[src/rtl/rmii_rx_pkg.sv]
`timescale 1ns/1ps
package rmii_rx_pkg;
  typedef logic [1:0] dibit_t;
  localparam dibit_t DIBIT_PRE = 2'b01;
  localparam dibit_t DIBIT_SFD = 2'b11;
endpackage

[src/rtl/rmii_sfd_detect.sv]
`timescale 1ns/1ps
module rmii_sfd_detect
  import rmii_rx_pkg::*;
#(
  parameter int PRE_DIBITS = 31
) (
  input  logic   clk,
  input  logic   rst_n,
  input  logic   dv_i,
  input  dibit_t dibit_i,
  input  logic   armed_i,
  output logic   match_o
);
  localparam int WIN_DIBITS = PRE_DIBITS + 1;
  localparam int WIN_W      = 2 * WIN_DIBITS;
  localparam int HIST_W     = WIN_W - 2;

  logic [HIST_W-1:0] hist_q, hist_d;
  logic              hist_en;
  logic [WIN_W-1:0]  window;
  logic [WIN_W-1:0]  pattern;

  // Expected window: delimiter dibit newest (low bits), preamble dibits older.
  always_comb begin
    pattern = '0;
    pattern[1:0] = DIBIT_SFD;
    for (int i = 1; i < WIN_DIBITS; i++) begin
      pattern[2*i +: 2] = DIBIT_PRE;
    end
  end

  // Window formed from history plus the dibit being sampled this edge.
  assign window = {hist_q, dibit_i};

  // History shifts while searching, is cleared when valid drops, holds while aligned.
  assign hist_en = armed_i | ~dv_i;

  always_comb begin
    if (dv_i) hist_d = window[HIST_W-1:0];
    else      hist_d = '0;
  end

  always_ff @(posedge clk or negedge rst_n) begin
    if (!rst_n)       hist_q <= '0;
    else if (hist_en) hist_q <= hist_d;
  end

  assign match_o = armed_i & dv_i & (window == pattern);

  // A full window implies the previous edge also carried valid data.
  assert_match_prev_valid_R3: assert property (@(posedge clk) disable iff (!rst_n)
    match_o |-> $past(dv_i));
endmodule

[src/rtl/rmii_byte_pack.sv]
`timescale 1ns/1ps
module rmii_byte_pack
  import rmii_rx_pkg::*;
#(
  parameter int BYTE_W = 8
) (
  input  logic              clk,
  input  logic              rst_n,
  input  logic              dv_i,
  input  dibit_t            dibit_i,
  input  logic              start_i,
  output logic              aligned_o,
  output logic [BYTE_W-1:0] byte_o,
  output logic              byte_vld_o,
  output logic              sof_o,
  output logic              eof_o
);
  localparam int DPB   = BYTE_W / 2;
  localparam int CNT_W = (DPB > 1) ? $clog2(DPB) : 1;
  localparam logic [CNT_W-1:0] CNT_LAST = CNT_W'(DPB - 1);

  logic              aligned_q, aligned_d;
  logic [CNT_W-1:0]  cnt_q, cnt_d;
  logic [BYTE_W-1:0] asm_q, asm_d;
  logic [BYTE_W-1:0] byte_q, byte_d;
  logic              vld_q, vld_d, sof_q, sof_d, eof_q, eof_d;
  logic              asm_en, byte_en;

  always_comb begin
    aligned_d = aligned_q;
    cnt_d     = cnt_q;
    asm_d     = {dibit_i, asm_q[BYTE_W-1:2]};
    byte_d    = asm_d;
    asm_en    = 1'b0;
    vld_d     = 1'b0;
    sof_d     = 1'b0;
    eof_d     = 1'b0;
    if (aligned_q) begin
      if (dv_i) begin
        asm_en = 1'b1;
        if (cnt_q == CNT_LAST) begin
          cnt_d = '0;
          vld_d = 1'b1;
        end else begin
          cnt_d = cnt_q + CNT_W'(1);
        end
      end else begin
        aligned_d = 1'b0;
        cnt_d     = '0;
        eof_d     = 1'b1;
      end
    end else if (start_i) begin
      aligned_d = 1'b1;
      cnt_d     = '0;
      sof_d     = 1'b1;
    end
  end

  assign byte_en = vld_d;

  always_ff @(posedge clk or negedge rst_n) begin
    if (!rst_n) begin
      aligned_q <= 1'b0;
      cnt_q     <= '0;
      vld_q     <= 1'b0;
      sof_q     <= 1'b0;
      eof_q     <= 1'b0;
    end else begin
      aligned_q <= aligned_d;
      cnt_q     <= cnt_d;
      vld_q     <= vld_d;
      sof_q     <= sof_d;
      eof_q     <= eof_d;
    end
  end

  always_ff @(posedge clk or negedge rst_n) begin
    if (!rst_n)      asm_q <= '0;
    else if (asm_en) asm_q <= asm_d;
  end

  always_ff @(posedge clk or negedge rst_n) begin
    if (!rst_n)       byte_q <= '0;
    else if (byte_en) byte_q <= byte_d;
  end

  assign aligned_o  = aligned_q;
  assign byte_o     = byte_q;
  assign byte_vld_o = vld_q;
  assign sof_o      = sof_q;
  assign eof_o      = eof_q;

  assert_strobe_single_R5: assert property (@(posedge clk) disable iff (!rst_n)
    vld_q |=> !vld_q);
  assert_no_strobe_unaligned_R6: assert property (@(posedge clk) disable iff (!rst_n)
    vld_q |-> $past(aligned_q));
  assert_eof_after_drop_R7: assert property (@(posedge clk) disable iff (!rst_n)
    eof_q |-> !$past(dv_i));
  assert_eof_only_aligned_R10: assert property (@(posedge clk) disable iff (!rst_n)
    eof_q |-> $past(aligned_q));
endmodule

[src/rtl/rmii_rx_deser.sv]
`timescale 1ns/1ps
module rmii_rx_deser
  import rmii_rx_pkg::*;
#(
  parameter int PRE_DIBITS = 31,
  parameter int BYTE_W     = 8
) (
  input  logic              clk,
  input  logic              rst_n,
  input  logic              rx_dv_i,
  input  logic [1:0]        rx_dibit_i,
  output logic [BYTE_W-1:0] byte_data_o,
  output logic              byte_valid_o,
  output logic              sof_o,
  output logic              eof_o
);
  logic aligned;
  logic match;

  rmii_sfd_detect #(.PRE_DIBITS(PRE_DIBITS)) u_detect (
    .clk     (clk),
    .rst_n   (rst_n),
    .dv_i    (rx_dv_i),
    .dibit_i (rx_dibit_i),
    .armed_i (~aligned),
    .match_o (match)
  );

  rmii_byte_pack #(.BYTE_W(BYTE_W)) u_pack (
    .clk        (clk),
    .rst_n      (rst_n),
    .dv_i       (rx_dv_i),
    .dibit_i    (rx_dibit_i),
    .start_i    (match),
    .aligned_o  (aligned),
    .byte_o     (byte_data_o),
    .byte_vld_o (byte_valid_o),
    .sof_o      (sof_o),
    .eof_o      (eof_o)
  );

  assert_events_exclusive_R5: assert property (@(posedge clk) disable iff (!rst_n)
    $onehot0({sof_o, eof_o, byte_valid_o}));
  assert_sof_after_sfd_R2: assert property (@(posedge clk) disable iff (!rst_n)
    sof_o |-> $past(rx_dv_i && rx_dibit_i == DIBIT_SFD));
  assert_byte_hold_R9: assert property (@(posedge clk) disable iff (!rst_n)
    !byte_valid_o |-> $stable(byte_data_o));
  assert_no_resync_R8: assert property (@(posedge clk) disable iff (!rst_n)
    sof_o |=> !sof_o);
endmodule

[config.mk]
export PLATFORM = sky130hd
export DESIGN_NAME = rmii_rx_deser
export DESIGN_NICKNAME = d
export VERILOG_FILES = /design/src/rtl/rmii_rx_pkg.sv /design/src/rtl/rmii_sfd_detect.sv /design/src/rtl/rmii_byte_pack.sv /design/src/rtl/rmii_rx_deser.sv
export SDC_FILE = /design/constraint.sdc
export NUM_CORES = 1
export LEC_CHECK = 0
export BUFFER_PORTS_ARGS = -buffer_cell sky130_fd_sc_hd__buf_2
export CELL_PAD_IN_SITES_DETAIL_PLACEMENT = 1
export CELL_PAD_IN_SITES_GLOBAL_PLACEMENT = 1
export CORE_AREA = 4 4 88 90
export DETAILED_ROUTE_END_ITERATION = 10
export DIE_AREA = 0 0 92 94
export MAX_ROUTING_LAYER = met4
export PLACE_DENSITY_LB_ADDON = 0.1
export SKIP_CTS_REPAIR_TIMING = 1
export SYNTH_ARGS = -nofsm -noshare
export SYNTH_HDL_FRONTEND = slang
export SYNTH_SLANG_ARGS = --single-unit
[constraint.sdc]
create_clock -name clk -period 4.8 [get_ports clk]
set_input_delay 0.72 -clock clk [delete_from_list [all_inputs] [get_ports clk]]
set_output_delay 0.72 -clock clk [all_outputs]
set_load 0.01 [all_outputs]
==> impl_metrics.json <==
{
  "synthCells": 268,
  "clock-sinks": 82,
  "skew_ns": 0.00925,
  "path_cells": "nand4b_1 -> or4b_4 -> nor4_4 -> o32ai_1",
  "fin_crit_sh_pct": 50.4,
  "syn-cell-area_um2": 3630,
  "reg2reg_depth": 4,
  "drive_gt1_share_pct": 22.2,
  "clkLatencyLatePin_ns": 0.35,
  "grt_max_degree": 83,
  "firstDrtPassIters": 4,
  "place_area_um2": 3750,
  "cp_slowest_cell": "dfrtp_4",
  "critPathKind": "flop to flop",
  "core_area_um2": 7060,
  "rsz0062_at_grt": "false",
  "drv_cap": 0,
  "crit_arrival_ns": 2.64,
  "whs_path_depth": 1,
  "yosys_warnings": 0,
  "area_delta_synth_final_pct": 9.06,
  "pre_cts_ws_ns": 2.17,
  "path_clk_slew_ns": 0.08,
  "max_freq_mhz": 413,
  "final_hold_viol_count": 0,
  "power_leakage_nw": 1.65,
  "mostFrequentLayoutCell": "dfrtp_1",
  "fin_crit_ns": 2.42,
  "power_density_nw_per_um2": 316,
  "worst_slack_ns": 2.38,
  "htreeDepth": 3,
  "port_buffers": 15,
  "cts-buffers-inserted": 9,
  "ant_nets": 0,
  "setup_viol": 0,
  "ios": 16,
  "synth_top_cells_by_area": "dfrtp_1, mux2i_1, nor2b_1, mux2_2, and4bb_2",
  "fin_nets": 285,
  "final_cell_mix": "dfrtp_1, nor2b_1, mux2i_1",
  "antenna_found_initial": 0,
  "cp-start-kind": "flop",
  "syn-num-nets": 274,
  "place.gp.congestion": 0.702,
  "hp-class": "flop to flop",
  "tritoncts": "built",
  "ys_types": 25,
  "antenna_cells": 0,
  "report.final.slew_viol_count": 0,
  "synth_area_leader_cell": "dfrtp_1",
  "nFillCells": 714,
  "cpPeakStageDelay_ns": 0.87,
  "critPathRequiredTime_ns": 5.02,
  "setup_tns_ns": 0,
  "die_y_um": 94,
  "drt_iter0_drc": 56,
  "irDropWorstVdd_uv": 156,
  "rows": 31,
  "end_kind": "flop",
  "die_x_um": 92,
  "max-slew-margin-rel_pct": 26.4,
  "ys_seq_elements": 82,
  "route.detailed.drc": 0,
  "dieArea_um2": 8650,
  "num_vias": 2022,
  "worst_slew_pin_slew_ns": 1.10,
  "final_cell_area_um2": 3960,
  "root_buffer": "clkbuf_8",
  "status": "complete, no violations",
  "first_global_vias": 2263,
  "avgSynthCellArea_um2": 13.5,
  "grt_pass1_wl_um": 11200,
  "grt_overflow": 0,
  "start_util_pct": 51.4,
  "placedCellCount": 367,
  "grt_usage_pct": 17.1,
  "wl_um": 6230,
  "wl_per_cell_um": 16.3,
  "synth_top_area_share_pct": 56.5,
  "synth_seq_area_share_pct": 56.5,
  "post-dp-hpwl_um": 3890,
  "cts_buffer_depth": 2,
  "viasPerCell": 5.28,
  "final_cell_count_no_fill": 383,
  "cp_max_fo": 70
}
through the flow:
stage	hold WS, ns	util [%]	total power, mW
floorplan	0.424	-	0.723
global placement	0.484	53.1	0.743
detailed placement	0.492	53.1	0.743
CTS	0.512	56.1	1.27
global route	0.528	56.1	1.31
finish	0.507	56.1	1.25
registers in the layout, summed over array words and instances (netlist names):
| name | count |
|---|---|
| u_pack.sof_o | 1 |
| u_pack.asm_q | 6 |
| u_pack.eof_o | 1 |
| u_detect.hist_q | 62 |
| u_pack.aligned_o | 1 |
| u_pack.byte_o | 8 |
| u_pack.byte_vld_o | 1 |
| u_pack.cnt_q | 2 |
cell type report:
class | count | area (um2) | share of cell area [%]
clock buffer | 11 | 151 | 3.82
clock inverter | 5 | 62.6 | 1.58
inverter | 1 | 3.75 | 0.0948
multi-input combinational | 170 | 1490 | 37.5
sequential | 82 | 2060 | 51.9
tap | 99 | 124 | 3.13
timing repair buffer | 15 | 77.6 | 1.96
path summary, 6_finish.rpt:
| kind | from | endpoint | slack [ns] |
|---|---|---|---|
| max | u_pack.aligned_o$_DFF_PN0_ | u_pack.cnt_q[0]$_DFFE_PN0P_ | 2.38 |
| min | u_pack.byte_o[5]$_DFFE_PN0P_ | u_pack.byte_o[5]$_DFFE_PN0P_ | 0.51 |
| max reg2reg | u_pack.aligned_o$_DFF_PN0_ | u_pack.cnt_q[0]$_DFFE_PN0P_ | 2.38 |
| min reg2reg | u_pack.byte_o[5]$_DFFE_PN0P_ | u_pack.byte_o[5]$_DFFE_PN0P_ | 0.51 |
| max in group asynchronous | rst_n | u_pack.aligned_o$_DFF_PN0_ | 3.53 |
| min in group asynchronous | rst_n | u_pack.asm_q[3]$_DFFE_PN0P_ | 0.52 |
metal layers:
metal / share of wire (%) / vias to the layer above / GRT usage [%]
li1: - / 954 / -
met4: 1.3 / 0 / 7.80
met2: 48 / 18 / 26.9
met5: 0 / - / -
met1: 49 / 1040 / 21.5
met3: 2.1 / 10 / 3.29
power breakdown:
group | total, mW | switching (mW) | internal [mW]
logic | 0.0326 | 0.0219 | 0.0106
clock network | 0.523 | 0.252 | 0.270
registers | 0.695 | 0.00208 | 0.693
Yosys cell counts:
master and count:
a21o_2 1, a21oi_1 1, and4b_2 2, and4bb_2 10, buf_2 1, buf_8 2
clkbuf_1 11, clkbuf_8 1, dfrtp_1 82, ha_1 1, inv_1 1, mux2_2 14
mux2i_1 62, nand2_2 1, nand2b_1 2, nand3_1 3, nand4_1 3, nand4b_1 1
nor2b_1 63, nor4_4 1, nor4b_1 1, nor4b_2 1, nor4bb_1 1, o32ai_1 1
or4b_4 1
cell families after synthesis:
kind of cell,Yosys count,synth area share [%]
flops,82,56.5
compound gates,3,0.620
buf+inv,16,2.58
fa+ha+maj,1,0.345
simple gates,90,18.5
mux,76,21.4
critical path: cells and delay by family, from the launching register on:
kind	cells	cell delay [ns]
and+or+nand+nor	3	1.25
DFF	1	0.87
AOI/OAI and AO/OA	1	0.14
Power figures use the tool's default switching activity.
